### src/rtl/fbit_pkg.sv
package fbit_pkg;
  localparam int SF_LEN  = 12;
  localparam int ESF_LEN = 24;
  localparam int CRC_W   = ESF_LEN / 4;

  // superframe pattern, frame 1 in the MSB; the LSB slot is replaced by x_bit
  localparam logic [SF_LEN-1:0] SF_ALIGN  = 12'b1000_1101_1100;
  // extended superframe alignment, frame 4 in the MSB
  localparam logic [CRC_W-1:0]  ESF_ALIGN = 6'b001011;
  // x^6 + x + 1, low terms only
  localparam logic [CRC_W-1:0]  CRC_POLY  = 6'b000011;

  function automatic logic [CRC_W-1:0] crc_step(input logic [CRC_W-1:0] c, input logic d);
    logic fb;
    fb = d ^ c[CRC_W-1];
    return {c[CRC_W-2:0], 1'b0} ^ (fb ? CRC_POLY : '0);
  endfunction
endpackage

### src/rtl/fbit_position.sv
module fbit_position
  import fbit_pkg::*;
#(
  parameter int FRAME_BITS = 193,
  parameter int CH_BITS    = 8,
  parameter int FW         = 5,
  parameter int BW         = 8
) (
  input  logic          clk,
  input  logic          rst_n,
  input  logic          adv,
  input  logic          valid,
  input  logic          sof,
  input  logic          esf,
  output logic [FW-1:0] frame_cur,
  output logic          chan_first
);
  logic [FW-1:0] frame_q, frame_next, last;
  logic [BW-1:0] bit_q;

  always_comb begin
    last = esf ? FW'(ESF_LEN) : FW'(SF_LEN);
    if (frame_q == '0 || frame_q >= last) frame_next = FW'(1);
    else                                  frame_next = frame_q + FW'(1);
    frame_cur = (valid && sof) ? frame_next : frame_q;
  end

  always_comb begin
    int rel;
    rel = int'(bit_q) - 1;
    chan_first = !sof && (bit_q != '0) && (int'(bit_q) < FRAME_BITS) && ((rel % CH_BITS) == 0);
  end

  always_ff @(posedge clk) begin
    if (!rst_n) begin
      frame_q <= '0;
      bit_q   <= '0;
    end else if (adv) begin
      if (sof) begin
        frame_q <= frame_next;
        bit_q   <= BW'(1);
      end else if (bit_q != '0 && int'(bit_q) < FRAME_BITS) begin
        bit_q <= bit_q + BW'(1);
      end
    end
  end
endmodule

### src/rtl/fbit_crc6.sv
module fbit_crc6
  import fbit_pkg::*;
(
  input  logic             clk,
  input  logic             rst_n,
  input  logic             adv,
  input  logic             boundary,
  input  logic             is_fbit,
  input  logic             j1_mode,
  input  logic             bit_in,
  output logic [CRC_W-1:0] crc_hold
);
  logic [CRC_W-1:0] acc_q, base;
  logic             din;

  always_comb begin
    din  = (is_fbit && !j1_mode) ? 1'b1 : bit_in;
    base = boundary ? '0 : acc_q;
  end

  always_ff @(posedge clk) begin
    if (!rst_n) begin
      acc_q    <= '0;
      crc_hold <= '0;
    end else if (adv) begin
      if (boundary) crc_hold <= acc_q;
      acc_q <= crc_step(base, din);
    end
  end
endmodule

### src/rtl/fbit_select.sv
module fbit_select
  import fbit_pkg::*;
#(
  parameter int FW = 5
) (
  input  logic             esf,
  input  logic [FW-1:0]    frame,
  input  logic             fdis,
  input  logic             fas_byp,
  input  logic             crc_byp,
  input  logic             dl_byp,
  input  logic             x_bit,
  input  logic             dl_bit,
  input  logic [CRC_W-1:0] crc_hold,
  input  logic             f_in,
  output logic             f_out
);
  always_comb begin
    int k;
    k     = int'(frame) / 4;
    f_out = f_in;
    if (!fdis) begin
      if (!esf) begin
        if (!fas_byp) begin
          if (int'(frame) == SF_LEN)                      f_out = x_bit;
          else if (frame != '0 && int'(frame) < SF_LEN)   f_out = SF_ALIGN[SF_LEN - int'(frame)];
        end
      end else begin
        case (frame[1:0])
          2'd0: if (!fas_byp && k >= 1 && k <= CRC_W) f_out = ESF_ALIGN[CRC_W - k];
          2'd2: if (!crc_byp && k < CRC_W)             f_out = crc_hold[CRC_W - 1 - k];
          default: if (!dl_byp)                        f_out = dl_bit;
        endcase
      end
    end
  end
endmodule

### src/rtl/fbit_inserter.sv
module fbit_inserter
  import fbit_pkg::*;
#(
  parameter int CHANNELS = 24,
  parameter int CH_BITS  = 8,
  localparam int FRAME_BITS = 1 + CHANNELS * CH_BITS,
  localparam int FW = $clog2(ESF_LEN + 1),
  localparam int BW = $clog2(FRAME_BITS + 1)
) (
  input  logic          clk,
  input  logic          rst_n,
  input  logic          in_valid,
  output logic          in_ready,
  input  logic          in_data,
  input  logic          in_sof,
  output logic          out_valid,
  input  logic          out_ready,
  output logic          out_data,
  input  logic          fmt_esf,
  input  logic          crc_j1,
  input  logic          fdis,
  input  logic          fas_byp,
  input  logic          crc_byp,
  input  logic          dl_byp,
  input  logic          mimic_en,
  input  logic          x_bit,
  input  logic          dl_bit,
  output logic          sf_start,
  output logic [FW-1:0] frame_num
);
  logic             adv, chan_first, f_out, f_val_q;
  logic [FW-1:0]    frame_cur;
  logic [CRC_W-1:0] crc_hold;

  assign in_ready  = out_ready;
  assign out_valid = in_valid;
  assign adv       = in_valid && out_ready;

  fbit_position #(.FRAME_BITS(FRAME_BITS), .CH_BITS(CH_BITS), .FW(FW), .BW(BW)) u_pos (
    .clk(clk), .rst_n(rst_n), .adv(adv), .valid(in_valid), .sof(in_sof), .esf(fmt_esf),
    .frame_cur(frame_cur), .chan_first(chan_first)
  );

  fbit_select #(.FW(FW)) u_sel (
    .esf(fmt_esf), .frame(frame_cur), .fdis(fdis), .fas_byp(fas_byp), .crc_byp(crc_byp),
    .dl_byp(dl_byp), .x_bit(x_bit), .dl_bit(dl_bit), .crc_hold(crc_hold), .f_in(in_data),
    .f_out(f_out)
  );

  always_comb begin
    if (in_sof)                     out_data = f_out;
    else if (mimic_en && chan_first) out_data = f_val_q;
    else                            out_data = in_data;
  end

  assign sf_start  = in_valid && in_sof && (frame_cur == FW'(1));
  assign frame_num = frame_cur;

  fbit_crc6 u_crc (
    .clk(clk), .rst_n(rst_n), .adv(adv), .boundary(sf_start), .is_fbit(in_sof),
    .j1_mode(crc_j1), .bit_in(out_data), .crc_hold(crc_hold)
  );

  always_ff @(posedge clk) begin
    if (!rst_n)             f_val_q <= 1'b0;
    else if (adv && in_sof) f_val_q <= f_out;
  end
endmodule

### config.mk
export PLATFORM = sky130hd
export DESIGN_NAME = fbit_inserter
export DESIGN_NICKNAME = d
export VERILOG_FILES = /design/src/rtl/fbit_pkg.sv /design/src/rtl/fbit_position.sv /design/src/rtl/fbit_crc6.sv /design/src/rtl/fbit_select.sv /design/src/rtl/fbit_inserter.sv
export SDC_FILE = /design/constraint.sdc
export NUM_CORES = 1
export LEC_CHECK = 0
export ABC_AREA = 1
export BUFFER_PORTS_ARGS = -buffer_cell sky130_fd_sc_hd__buf_2
export CELL_PAD_IN_SITES_DETAIL_PLACEMENT = 2
export CELL_PAD_IN_SITES_GLOBAL_PLACEMENT = 2
export CORE_MARGIN = 2
export CORE_UTILIZATION = 32
export DETAILED_ROUTE_END_ITERATION = 12
export HOLD_SLACK_MARGIN = 0.05
export PLACE_DENSITY_LB_ADDON = 0.15
export SLEW_MARGIN = 20
export SYNTH_ARGS = -nofsm -noshare
export SYNTH_HDL_FRONTEND = slang
export SYNTH_SLANG_ARGS = --single-unit
### constraint.sdc
create_clock -name clk -period 5.88 [get_ports clk]
set_clock_uncertainty 0.2 [all_clocks]
set_input_delay 1.764 -clock clk [delete_from_list [all_inputs] [get_ports clk]]
set_output_delay 1.764 -clock clk [all_outputs]
set_load 0.05 [all_outputs]
# [After elaboration in Yosys (flattened, before gate mapping)]
# Memory sizes are Yosys's and may differ from the RTL's.
# Index checks and enable logic that the tools add are counted.
[op_classes] add_sub_neg=6 n_lt_le_gt_ge=9 eq_ne=3 n_mux=26 bitwise_logic=3 reduce_logical=29
[ops] operator="32-bit by 5-bit < comparator with 1-bit output, second input constant" n=2
[ops] operator="32-bit zero test" n=1
[ops] operator="32-bit by 6-bit < comparator with 1-bit output, second input constant" n=1
[ops] operator="1-bit 2-to-1 mux" n=17
[ops] operator="8-bit 2-to-1 mux" n=2
[ops] operator="5-bit 2-to-1 mux" n=3
[ops] operator="1-bit logical AND" n=14
[ops] operator="8-bit by 1-bit subtractor with 9-bit output, second input constant" n=1
[ops] operator="8-bit by 1-bit adder with 8-bit output, second input constant" n=1
[ops] operator="8-bit < comparator, second input constant" n=1
[ops] operator="8-bit nonzero test" n=1
[ops] operator="3-bit by 3-bit subtractor with 4-bit output, first input constant" n=2
[ops] operator="6-bit 2-to-1 mux" n=1
[ops] operator="2-bit AND reduction" n=3
[ops] operator="4-bit by 5-bit subtractor with 6-bit output, first input constant" n=1
[ops] operator="6-bit XOR" n=1
[ops] operator="5-bit by 1-bit adder with 5-bit output, second input constant" n=1
[ops] operator="5-bit by 1-bit == test with 1-bit output, second input constant" n=1
[ops] operator="5-bit == test, second input constant" n=1
[ops] operator="5-bit >= comparator" n=1
[ops] operator="5-bit zero test" n=1
[ops] operator="5-bit by 4-bit < comparator with 1-bit output, second input constant" n=1
[ops] operator="5-bit nonzero test" n=1
[ops] operator="1-bit zero test" n=4
[ops] operator="other kinds (13)" n=13
[word_totals] register_bits=26 romBits=24 in_bits=15 output_inout_bits=9 word_cells=83 memories=2
[mem_list] name="(name not given)" depth=16 word_bits=1 read_ports=1 rd_clocked_by_memory_dff=0 wr=0 line_no="fbit_select.sv:26" source="else if (frame != '0 && int'(frame) < SF_LEN) f_out = SF_ALIGN[SF_LEN - int'(frame)];"
[mem_list] name="(name not given)" depth=8 word_bits=1 read_ports=1 rd_clocked_by_memory_dff=0 wr=0 line_no="fbit_select.sv:30" source="2'd0: if (!fas_byp && k >= 1 && k <= CRC_W) f_out = ESF_ALIGN[CRC_W - k];"

# [Depth between registers and ports, before layout]
# Gate-level depths: netlist of the first run.
[logic_depth] depth_word=19 mapped_depth=30 ltp_nobuf=29

# [Hierarchy]
# From an unflattened synthesis of the first run, not the netlist that was laid out.
[unflattened] hier_cells=339 hier_area_um2=2079.5
[modules_own_cells] mod="fbit_position" n_inst=1 cells_per_inst=161 area_each_um2=996.0 seq_area_each_um2=260.2
[modules_own_cells] mod="fbit_crc6" n_inst=1 cells_per_inst=67 area_each_um2=483.0 seq_area_each_um2=240.2
[modules_own_cells] mod="fbit_select" n_inst=1 cells_per_inst=87 area_each_um2=471.7 seq_area_each_um2=0.0
[modules_own_cells] mod="fbit_inserter" n_inst=1 cells_per_inst=24 area_each_um2=128.9 seq_area_each_um2=20.0

# [Worst setup path after synthesis of the first run]
# No wires, ideal clock.
[synth_path] kind="in2out" start="in fmt_esf" end="out out_data" arrival_time_ns=4.166 required_time_ns=3.916 setup_slack_ns=-0.250 path_stages=24 n_path_buf=0 path_cell_list="inv_1 ha_1 nand2_2 clkinv_1 nand2_2 nand3_1 nor2_1 nand2_1 nand2_2 inv_1 ha_1 inv_1 nand3_1 nand2_1 clkinv_1 nand2_1 nand3_1 nand2_1 nand2_1 nand2_1 nand2_2 nand2_2 nand2_4 nand2_1"
[synth_via] elab_chain_cells=15 elab_cells_between_ends=38 cone_classes="add/sub: 3; order compare: 5; eq/ne: 2; mux: 19; reduce/logical: 7; memory: 2"
[synth_rtl] element="start: declaration" line_no="fbit_inserter.sv:19" source="input logic fmt_esf,"
[synth_rtl] element="5-bit 2-to-1 mux (*)" line_no="fbit_position.sv:22" source="last = esf ? FW'(ESF_LEN) : FW'(SF_LEN);"
[synth_rtl] element="5-bit >= comparator (*)" line_no="fbit_position.sv:23" source="if (frame_q == '0 || frame_q >= last) frame_next = FW'(1);"
[synth_rtl] element="1-bit logical OR (*)" line_no="fbit_position.sv:23"
[synth_rtl] element="5-bit 2-to-1 mux (*)" line_no="fbit_position.sv:23"
[synth_rtl] element="5-bit 2-to-1 mux (*)" line_no="fbit_position.sv:25" source="frame_cur = (valid && sof) ? frame_next : frame_q;"
[synth_rtl] element="named net frame_num[0]" line_no="fbit_inserter.sv:29" source="output logic [FW-1:0] frame_num"
[synth_rtl] element="4-bit by 5-bit subtractor with 6-bit output" line_no="fbit_select.sv:26"
[synth_rtl] element="memory 16 x 1 bit"
[synth_rtl] element="1-bit 2-to-1 mux (not written as such) (2 in a row)" line_no="fbit_select.sv:26"
[synth_rtl] element="1-bit 2-to-1 mux" line_no="fbit_select.sv:26"
[synth_rtl] element="1-bit 2-to-1 mux" line_no="fbit_select.sv:25" source="if (int'(frame) == SF_LEN) f_out = x_bit;"
[synth_rtl] element="1-bit 2-to-1 mux" line_no="fbit_select.sv:24" source="if (!fas_byp) begin"
[synth_rtl] element="1-bit 2-to-1 mux (*)" line_no="fbit_select.sv:23" source="if (!esf) begin"
[synth_rtl] element="1-bit 2-to-1 mux (*)" line_no="fbit_select.sv:22" source="if (!fdis) begin"
[synth_rtl] element="1-bit 2-to-1 mux (*)" line_no="fbit_inserter.sv:51" source="if (in_sof) out_data = f_out;"
[synth_rtl] element="end: declaration" line_no="fbit_inserter.sv:18" source="output logic out_data,"
# The timed path passes the listed nets; every way through them passes the cells marked *. The select of a mux whose other input is x is not followed.

# [Final worst setup path of the first run]
[layout_path] start="in fmt_esf" end="out out_data"
[layout_via] elab_chain_cells=15 elab_cells_between_ends=38 cone_classes="add/sub: 3; order compare: 5; eq/ne: 2; mux: 19; reduce/logical: 7; memory: 2"
[layout_rtl] element="5-bit 2-to-1 mux" line_no="fbit_position.sv:22"
[layout_rtl] element="5-bit >= comparator" line_no="fbit_position.sv:23"
[layout_rtl] element="1-bit logical OR" line_no="fbit_position.sv:23"
[layout_rtl] element="5-bit 2-to-1 mux" line_no="fbit_position.sv:23"
[layout_rtl] element="5-bit 2-to-1 mux" line_no="fbit_position.sv:25"
[layout_rtl] element="4-bit by 5-bit subtractor with 6-bit output" line_no="fbit_select.sv:26"
[layout_rtl] element="memory 16 x 1 bit"
[layout_rtl] element="1-bit 2-to-1 mux (not written as such) (2 in a row)" line_no="fbit_select.sv:26"
[layout_rtl] element="1-bit 2-to-1 mux" line_no="fbit_select.sv:26"
[layout_rtl] element="1-bit 2-to-1 mux" line_no="fbit_select.sv:25"
[layout_rtl] element="1-bit 2-to-1 mux" line_no="fbit_select.sv:24"
[layout_rtl] element="1-bit 2-to-1 mux (*)" line_no="fbit_select.sv:23"
[layout_rtl] element="1-bit 2-to-1 mux (*)" line_no="fbit_select.sv:22"
[layout_rtl] element="1-bit 2-to-1 mux (*)" line_no="fbit_inserter.sv:51"
# Every way passes the cells marked *; elsewhere a longest branch is shown, timed or not. The select of a mux whose other input is x is not followed.

==> results.toml, run 1 <==
[worst_setup_path]
r2r_cells = 28
r2r-end = "u_crc.acc_q[1]"
cpMostUsedCell = "nand2_2"
ff2ff_setup_slack_ps = 2040
critPathLaunchType = "primary input"
r2r_start = "u_pos.frame_q[2]"
arrival_ps = 4120
crit_cells = 22
crit_family = "simple AND/OR/NAND/NOR gates"
crit_chain = "buf_8, inv_8, ha_4, nand2_4, nand2_2, nand2_4, buf_4, nand4_1, nand2_1, nand2_2, nand3_1, nand2_1, nor2_1, nor2_1, nor2_2, nor2_2, nor2_2, nand2_2, nand2_2, nand2_4, nand2_8, buf_8"
slowest_delay_ps = 200
crit_fanout = 5
critPathRequiredTime_ps = 3920
worstSetupPathType = "in2out"
cp_num_buf_inv = 4
cp-end-kind = "output pin"
critPathSlowestCell = "ha_4"

[job]
drv_cap = 0

[placement]
gp_congestion = 0.808
postPlaceCellArea_sq_um = 2510
dpl.hpwl_microns = 5670
port_buffers = 23

[detailed_routing]
first_pass_iters = 4
avgRoutedWirePerCell_microns = 19.6
viasPerCell = 5.28
ant_nets = 0
drc_errors = 0
first_iter_violations = 64
routed_wl_microns = 8550
via_count = 2307

[synth]
yosys.area.top_type = "dfxtp_1"
synth-edff-count = 0
ys_types = 35
ys.warnings.count = 0
synth_common_cells = "nand2_1, inv_1, nand3_1, dfxtp_1"
syn-num-nets = 333
synth_area_per_cell_sq_um = 6.55
async_flop_share_pct = 0
synthCells = 303
synth-seq-area-share_pct = 26.2
synth_flop_cell = "dfxtp_1"
synth_top_area_share_pct = 26.2
yosys-top-cells-area = "dfxtp_1, nand2_1, ha_1"
yosysMostFrequentCell = "nand2_1"
syn_area_sq_um = 1990
ys_ff_latch = 26

[die]
die_h_microns = 82.8
fp.dieArea_sq_um = 6850
die_x_microns = 82.8
fp.coreArea_sq_um = 5960
start_util_pct = 33.3
ios = 24
rows = 28

[min_path]
min_from = "u_crc.crc_hold[4]"
hp-class = "reg2reg"
min_to = "u_crc.crc_hold[4]"
holdPathStages = 2

[cells_and_area]
syn2layout_area_growth_pct = 41.9
layout-drive-gt1-share_pct = 39.0
finish.utilization_pct = 47.3
antenna_cells = 0
design_area_sq_um = 2820
nets = 393

[timing]
setup_viol = 1
setup_ws_ps = -201
hold_violations = 0
rsz0062_at_grt = "true"
final.min_clock_period_ps = 6080
timing.fmax_mhz = 164
relSlewSlack_pct = 56.6
drv_slew = 0
fin_crit_sh_pct = 103
tightestPinTransition_ps = 648

[cts]
clkSinkCount = 26
clk_path_buf_depth = 2
cts_tree = "yes"
htreeDepth = 1
clk_pin_slew_ps = 90
insertion_delay_ps = 270
cts_made_buffers = 3
holdBufCountCts = 0
root_buffer = "clkbuf_8"

[grt]
grt_max_degree = 15
grt_pass1_vias = 2337
grt_pass1_wl_microns = 11400
grt-ovfl-total = 0
grt.total_usage_pct = 21.9
antenna_found_initial = 0

[pwr]
power_density_nw_per_um2 = 151
peakVddDrop_mv = 0.0827
p_leak_nw = 1.30

[run_status]
violations = "setup timing"
status = "finished, violations left"
==> layer usage <==
layer	vias up	track usage (%)	part of all wire [%]
met5	-	0	0
met4	0	4.10	2.2
met3	14	1.52	2.0
met2	46	42.7	55
met1	1140	26.1	41
li1	1107	-	-
==> final cells by class <==
cell class	instances	area (sq um)
sequential	26	520
multi-input combinational	223	1520
timing repair buffer	60	427
tap	75	93.8
clock buffer	4	55.1
fill	693	3140
inverter	49	206
==> kinds of logic (layout without fill, tap and decap cells) <==
group	count (synthesis)	in the layout	synth area share (%)
AO/OA/AOI/OAI	41	41	11.8
XOR/XNOR	1	1	0.441
adder cells (fa/ha/maj)	15	15	9.45
buffers and inverters	54	113	11.1
flip-flops	26	26	26.2
AND/OR/NAND/NOR	166	166	41.0
==> state kept, by name (all words and copies together) (netlist names) <==
signal / flops
u_pos.frame_q: 5
u_pos.bit_q: 8
u_crc.acc_q: 6
f_val_q: 1
u_crc.crc_hold: 6
==> tightest hold or removal path, stage by stage, from the launching register on <==
cell and delay [ps]:
dfxtp_1 310, inv_1 60, a21oi_1 60
==> cells in the final DEF (no fill, tap or decap), drive strengths merged, types with 2 or more instances in the layout <==
cell type,instances
nand2,88
buf,60
inv,43
nand3,40
dfxtp,26
nor2,22
a21oi,20
ha,15
o21ai,10
nand4,8
o22ai,5
clkbuf,4
clkinv,4
o211ai,3
nor3,3
clkinvlp,2
nor3b,2
==> power by group <==
group / internal [W] / switching [W] / leakage [nW]
sequential: 0.000179 / 0.00000237 / 0.210
clock: 0.0000599 / 0.0000567 / 0.0288
combinational: 0.0000509 / 0.0000783 / 1.06
total: 0.000289 / 0.000137 / 1.30
==> worst max-delay path by stage <==
stage,slack [ps],to,start
finish,-200,out_data,fmt_esf
detailed placement,-360,out_data,fmt_esf
floorplan,10,out_data,fmt_esf
global route,-380,out_data,fmt_esf
CTS,-110,out_data,fmt_esf
global placement,-270,out_data,fmt_esf
==> stage by stage <==
| stage | hold WS [ps] | setup TNS, ps | instances | worst slack [ps] | power (W) |
|---|---|---|---|---|---|
| global placement | 243 | -273 | 425 | -273 | 0.000286 |
| floorplan | 230 | 0 | 303 | 11.3 | 0.000253 |
| finish | 267 | -201 | 437 | -201 | 0.000427 |
| CTS | 265 | -110 | 433 | -110 | 0.000421 |
| global route | 303 | -408 | 437 | -381 | 0.000450 |
| detailed placement | 252 | -357 | 425 | -357 | 0.000290 |
==> what timing repair did <==
item	CTS	global route
endpoints found under the setup margin	1	2
buffers inserted	4	4
resized for setup	25	24
pin swaps	13	22
(Power assumes the default switching activity.)
==> run 2: changes to the inputs <==
- CORE_UTILIZATION: 32 -> 25
==> run 2 against run 1 <==
- the run still ends with setup timing left
- via count shrank 4.2%
- maximum frequency grew 0.98%
- combinational power is essentially flat
- highest routed layer unchanged
==> results.toml, run 2 (synthesized netlist as in run 1, its figures left out) <==
[worst_setup_path]
r2r-end = "u_crc.acc_q[1]"
arrival_ps = 4060
critPathRequiredTime_ps = 3920
worstSetupPathType = "in2out"
crit_fanout = 3
critPathLaunchType = "primary input"
cp-startpoint = "fmt_esf"
r2r_start = "u_pos.frame_q[0]"
cp-end-kind = "output pin"
cp-endpoint = "out_data"
ff2ff_setup_slack_ps = 2070
r2r_cells = 30

[min_path]
hp-class = "reg2reg"

[cts]
htreeDepth = 1
cts_made_buffers = 3
root_buffer = "clkbuf_8"
clkSinkCount = 26
holdBufCountCts = 0
insertion_delay_ps = 280
clk_path_buf_depth = 2
clk_pin_slew_ps = 90
cts_tree = "yes"

[grt]
grt_pass1_vias = 2368
grt-ovfl-total = 0
grt_max_degree = 16
antenna_found_initial = 0
grt.total_usage_pct = 17.1
grt_pass1_wl_microns = 11700

[detailed_routing]
drc_errors = 0
first_iter_violations = 32
routed_wl_microns = 7310
via_count = 2210
ant_nets = 0
wl_met3_microns = 129
wl_met2_microns = 3890
top_layer = "met4"
wl_met1_microns = 3240
first_pass_iters = 4
viasPerCell = 4.70
avgRoutedWirePerCell_microns = 15.6

[job]
drv_cap = 0

[die]
fp.dieArea_sq_um = 8670
start_util_pct = 25.7
rows = 32
die_x_microns = 93.1
ios = 24
die_h_microns = 93.1
fp.coreArea_sq_um = 7730

[timing]
rsz0062_at_grt = "true"
final.min_clock_period_ps = 6020
setup_viol = 1
timing.fmax_mhz = 166
hold_violations = 0
fin_crit_sh_pct = 102
setup_ws_ps = -142
holdWs_ps = 260
relSlewSlack_pct = 56.1
drv_slew = 0
tightestPinTransition_ps = 656

[cells_and_area]
syn2layout_area_growth_pct = 46.1
antenna_cells = 0
reg_top3 = "u_pos.bit_q (8), u_crc.acc_q (6), u_crc.crc_hold (6)"
regMostFlops = "u_pos.bit_q"
layout-drive-gt1-share_pct = 39.4
largest_register_ffs = 8
nets = 399
layout_commonest_cell = "nand2_1"
design_area_sq_um = 2900
layout_common_cells = "nand2_1, buf_4, inv_1"

[run_status]
status = "finished, violations left"
violations = "setup timing"

[placement]
postPlaceCellArea_sq_um = 2540
gp_congestion = 0.739
dpl.hpwl_microns = 5450
port_buffers = 23

[pwr]
power_density_nw_per_um2 = 159
power.total_w = 0.000463
peakVddDrop_mv = 0.0739
p_leak_nw = 1.31
run 2: power by group:
group          internal (W)  switching (W)  leakage [nW]
clock network     0.0000913      0.0000619        0.0357
logic             0.0000534      0.0000748          1.06
registers          0.000179     0.00000248         0.210
total              0.000323       0.000139          1.31
run 2: layout make-up:
| type | count | area [sq um] |
|---|---|---|
| well taps | 102 | 128 |
| clock buffers | 3 | 41.3 |
| flip-flops and latches | 26 | 520 |
| fillers | 948 | 4830 |
| clock inverters | 1 | 30.0 |
| multi-input cells | 223 | 1500 |
| repair buffers | 66 | 475 |
| inverters | 49 | 205 |
run 2: routing by layer:
layer | vias to the layer above | GRT usage, %
met2 | 23 | 31.8
met5 | - | 0
met1 | 1071 | 21.6
met3 | 5 | 1.45
li1 | 1111 | -
met4 | 0 | 2.94
run 2: metrics by stage:
step	utilization, %	std cells	setup WS [ps]	setup TNS [ps]
global route	37.5	470	-320	-348
floorplan	-	303	11.3	0
finish	37.5	470	-142	-142
global placement	32.9	452	-291	-291
detailed placement	32.9	452	-376	-376
CTS	35.5	463	-75.2	-75.2
run 2: worst min-delay path by stage:
stage | from | endpoint | slack [ps] | cells after the start
final | u_crc.crc_hold[3] | u_crc.crc_hold[3] | 260 | 2
after global routing | u_crc.crc_hold[2] | u_crc.crc_hold[2] | 300 | 2
after CTS | u_crc.crc_hold[3] | u_crc.crc_hold[3] | 270 | 2
after detailed placement | u_crc.crc_hold[3] | u_crc.crc_hold[3] | 250 | 2
after global placement | u_crc.crc_hold[3] | u_crc.crc_hold[3] | 240 | 2
after floorplan | u_crc.crc_hold[4] | u_crc.crc_hold[4] | 230 | 2
run 2: critical path: stages:
cell and delay, ps:
buf_8 110, inv_8 60, ha_4 200, nand2_4 90, clkinv_4 60, nand2_4 80
nand3_4 80, nor2_4 140, nand2_2 90, nand2_4 110, ha_4 140, buf_6 110
nand2_2 60, o21ai_2 170, inv_1 70, nand3_1 90, nand2_1 50, nand2_1 70
nand2_2 70, nand2_2 70, nand2_2 70, nand2_4 100, nand2_8 50, buf_8 170
run 2: what timing repair did:
action                     CTS  global route
resized for setup           23            27
pin swaps                   17            21
setup endpoints to repair    1             2
buffers inserted             7             7
==> run 3: changes to the inputs <==
- ABC_AREA: 1 -> unset
==> run 3 against run 2 <==
- the flow still finishes with violations (setup timing)
- design area shrank 1.9%
- register-to-register slack lost 140 ps
- worst hold slack gained 30 ps
- area after synthesis grew 5.4%
- total power shrank 17%
- sequential cell count is the same
- utilization shrank 2.7 points
- global-route usage shrank 0.79 points
- combinational power shrank 20%
- critical path type unchanged
- largest cell class unchanged
==> results.toml, run 3 <==
[detailed_routing]
ant_nets = 0
wl_met1_microns = 3230
drc_errors = 0
top_layer = "met4"
wl_met3_microns = 97
first_iter_violations = 52
via_count = 2129
viasPerCell = 4.96
wl_met2_microns = 3600
first_pass_iters = 4
avgRoutedWirePerCell_microns = 16.2
routed_wl_microns = 6960

[worst_setup_path]
cp-end-kind = "output pin"
r2r-end = "u_crc.acc_q[1]"
slowest_delay_ps = 500
critPathSlowestCell = "or4_1"
critPathRequiredTime_ps = 3920
arrival_ps = 4800
worstSetupPathType = "in2out"
r2r_cells = 16
crit_family = "compound AO/OA/AOI/OAI gates"
critPathLaunchType = "primary input"
cp_num_buf_inv = 4
cpMostUsedCell = "ha_4"
crit_chain = "buf_12, inv_16, ha_4, a21bo_4, a311o_1, o31a_4, ha_4, inv_2, or4_1, o311a_1, o311ai_2, a221oi_2, a21oi_2, a21oi_4, buf_6"
r2r_start = "u_pos.frame_q[2]"
crit_fanout = 5
ff2ff_setup_slack_ps = 1930

[die]
fp.coreArea_sq_um = 8180
rows = 33
start_util_pct = 25.6
die_x_microns = 95.5
fp.dieArea_sq_um = 9120
ios = 24
die_h_microns = 95.5

[cells_and_area]
nets = 356
syn2layout_area_growth_pct = 36.0
multi_input_area_sq_um = 1540
layout-drive-gt1-share_pct = 34.3
fillers = 964
layout_commonest_cell = "buf_4"
reg_top3 = "u_pos.bit_q (8), u_crc.acc_q (6), u_crc.crc_hold (6)"
stdcell_count = 429
largest_register_ffs = 8
antenna_cells = 0
layout_common_cells = "buf_4, nand2_1, dfxtp_1"
finish.utilization_pct = 34.8
design_area_sq_um = 2850
regMostFlops = "u_pos.bit_q"
ff_latch_area_sq_um = 520

[min_path]
holdPathStages = 2
min_from = "u_crc.crc_hold[0]"
min_to = "u_crc.crc_hold[0]"
hp-class = "reg2reg"

[timing]
setup_ws_ps = -881
fin_tns_setup_ps = -944
final.min_clock_period_ps = 6760
drv_slew = 0
fin_crit_sh_pct = 115
timing.fmax_mhz = 148
rsz0062_at_grt = "true"
setup_viol = 2
hold_violations = 0
relSlewSlack_pct = 64.9
tightestPinTransition_ps = 523

[pwr]
power.total_w = 0.000385
peakVddDrop_mv = 0.0871
p_int_w = 0.000270
power_frac_seq_pct = 47.2
power_density_nw_per_um2 = 135
p_sw_w = 0.000114
p_clk_share_pct = 26.4
combPwrFrac_pct = 26.5
p_leak_nw = 1.17
switching_share_pct = 29.7

[synth]
syn-num-nets = 295
synth-seq-area-share_pct = 24.9
yosys.area.top_type = "dfxtp_1"
ys_types = 57
ys.warnings.count = 0
synth_area_per_cell_sq_um = 7.89
yosys-top-cells-area = "dfxtp_1, ha_1, nand2_1"
syn_area_sq_um = 2090
ys_ff_latch = 26
synth_flop_cell = "dfxtp_1"
synth_top_area_share_pct = 24.9
synth_common_cells = "nand2_1, dfxtp_1, nand3_1, nor2_1"
async_flop_share_pct = 0
synthCells = 265
yosysMostFrequentCell = "nand2_1"
synth-edff-count = 0

[cts]
insertion_delay_ps = 260
clk_path_buf_depth = 2
cts_tree = "yes"
htreeDepth = 1
root_buffer = "clkbuf_8"
cts_made_buffers = 3
clk_pin_slew_ps = 90
clkSinkCount = 26

[grt]
grt_pass1_wl_microns = 11700
grt_pass1_vias = 2268
antenna_found_initial = 0
grt-ovfl-total = 0
grt.total_usage_pct = 16.3
grt_max_degree = 23

[placement]
dpl.hpwl_microns = 5680
gp_congestion = 0.757
dp_cells = 418
port_buffers = 23
postPlaceCellArea_sq_um = 2630

[run_status]
violations = "setup timing"
status = "finished, violations left"

[job]
drv_cap = 0
==> run 3: metal layers <==
metal	vias up	global-route usage [%]
li1	1067	-
met1	1043	20.7
met2	17	30.4
met3	2	1.11
met4	0	2.50
met5	-	0
==> run 3: kinds of logic (layout without fill, tap and decap cells) <==
| group | Yosys count | after routing | synth area share [%] |
|---|---|---|---|
| xor gates and xnor gates | 11 | 11 | 4.61 |
| AOI/OAI and AO/OA | 76 | 76 | 28.5 |
| DFF | 26 | 26 | 24.9 |
| and+or+nand+nor | 103 | 103 | 25.3 |
| buffers and inverters | 32 | 91 | 6.76 |
| adders and majority gates | 15 | 15 | 8.97 |
| muxes | 2 | 2 | 0.957 |
==> run 3: worst max path at each step <==
stage,depth (start not counted),slack [ps],end,from
6_report,15,-880,out_data,fmt_esf
5_1_grt,15,-960,out_data,fmt_esf
4_1_cts,15,-940,out_data,fmt_esf
3_5_place_dp,15,-1080,out_data,fmt_esf
3_3_place_gp,18,-1020,out_data,fmt_esf
2_1_floorplan,14,-640,out_data,fmt_esf
==> run 3: metrics by stage <==
stage / setup WS, ps / hold slack, ps
4_1_cts: -943 / 298
6_report: -881 / 291
2_1_floorplan: -635 / 250
5_1_grt: -965 / 329
3_3_place_gp: -1020 / 270
3_5_place_dp: -1080 / 285
==> run 3: worst min-delay path, stage by stage (launching register included) <==
cell and delay [ps]:
dfxtp_1 320, o21ai_0 60, a21boi_0 70
==> run 3: power by group through the flow <==
stage | clock network (W) | logic [W] | registers [W]
final | 0.000101 | 0.000102 | 0.000181
after global routing | 0.000116 | 0.000112 | 0.000182
after CTS | 0.000108 | 0.0000983 | 0.000181
after detailed placement | 0 | 0.0000936 | 0.000185
after global placement | 0 | 0.0000917 | 0.000185
after floorplan | 0 | 0.0000575 | 0.000185
==> run 3: cell type report <==
| type | instances | area share (%) |
|---|---|---|
| clock buffer | 3 | 1.45 |
| inverter | 16 | 2.81 |
| multi-input combinational | 207 | 54.1 |
| sequential | 26 | 18.3 |
| tap | 105 | 4.62 |
| timing repair buffer | 72 | 18.7 |
==> run 3: what timing repair did <==
item | 4_1_cts | 5_1_grt
pin swaps | 9 | 11
hold buffers | 0 | 0
setup endpoints to repair | 2 | 3
resized for setup | 9 | 19
buffers inserted | 5 | 3
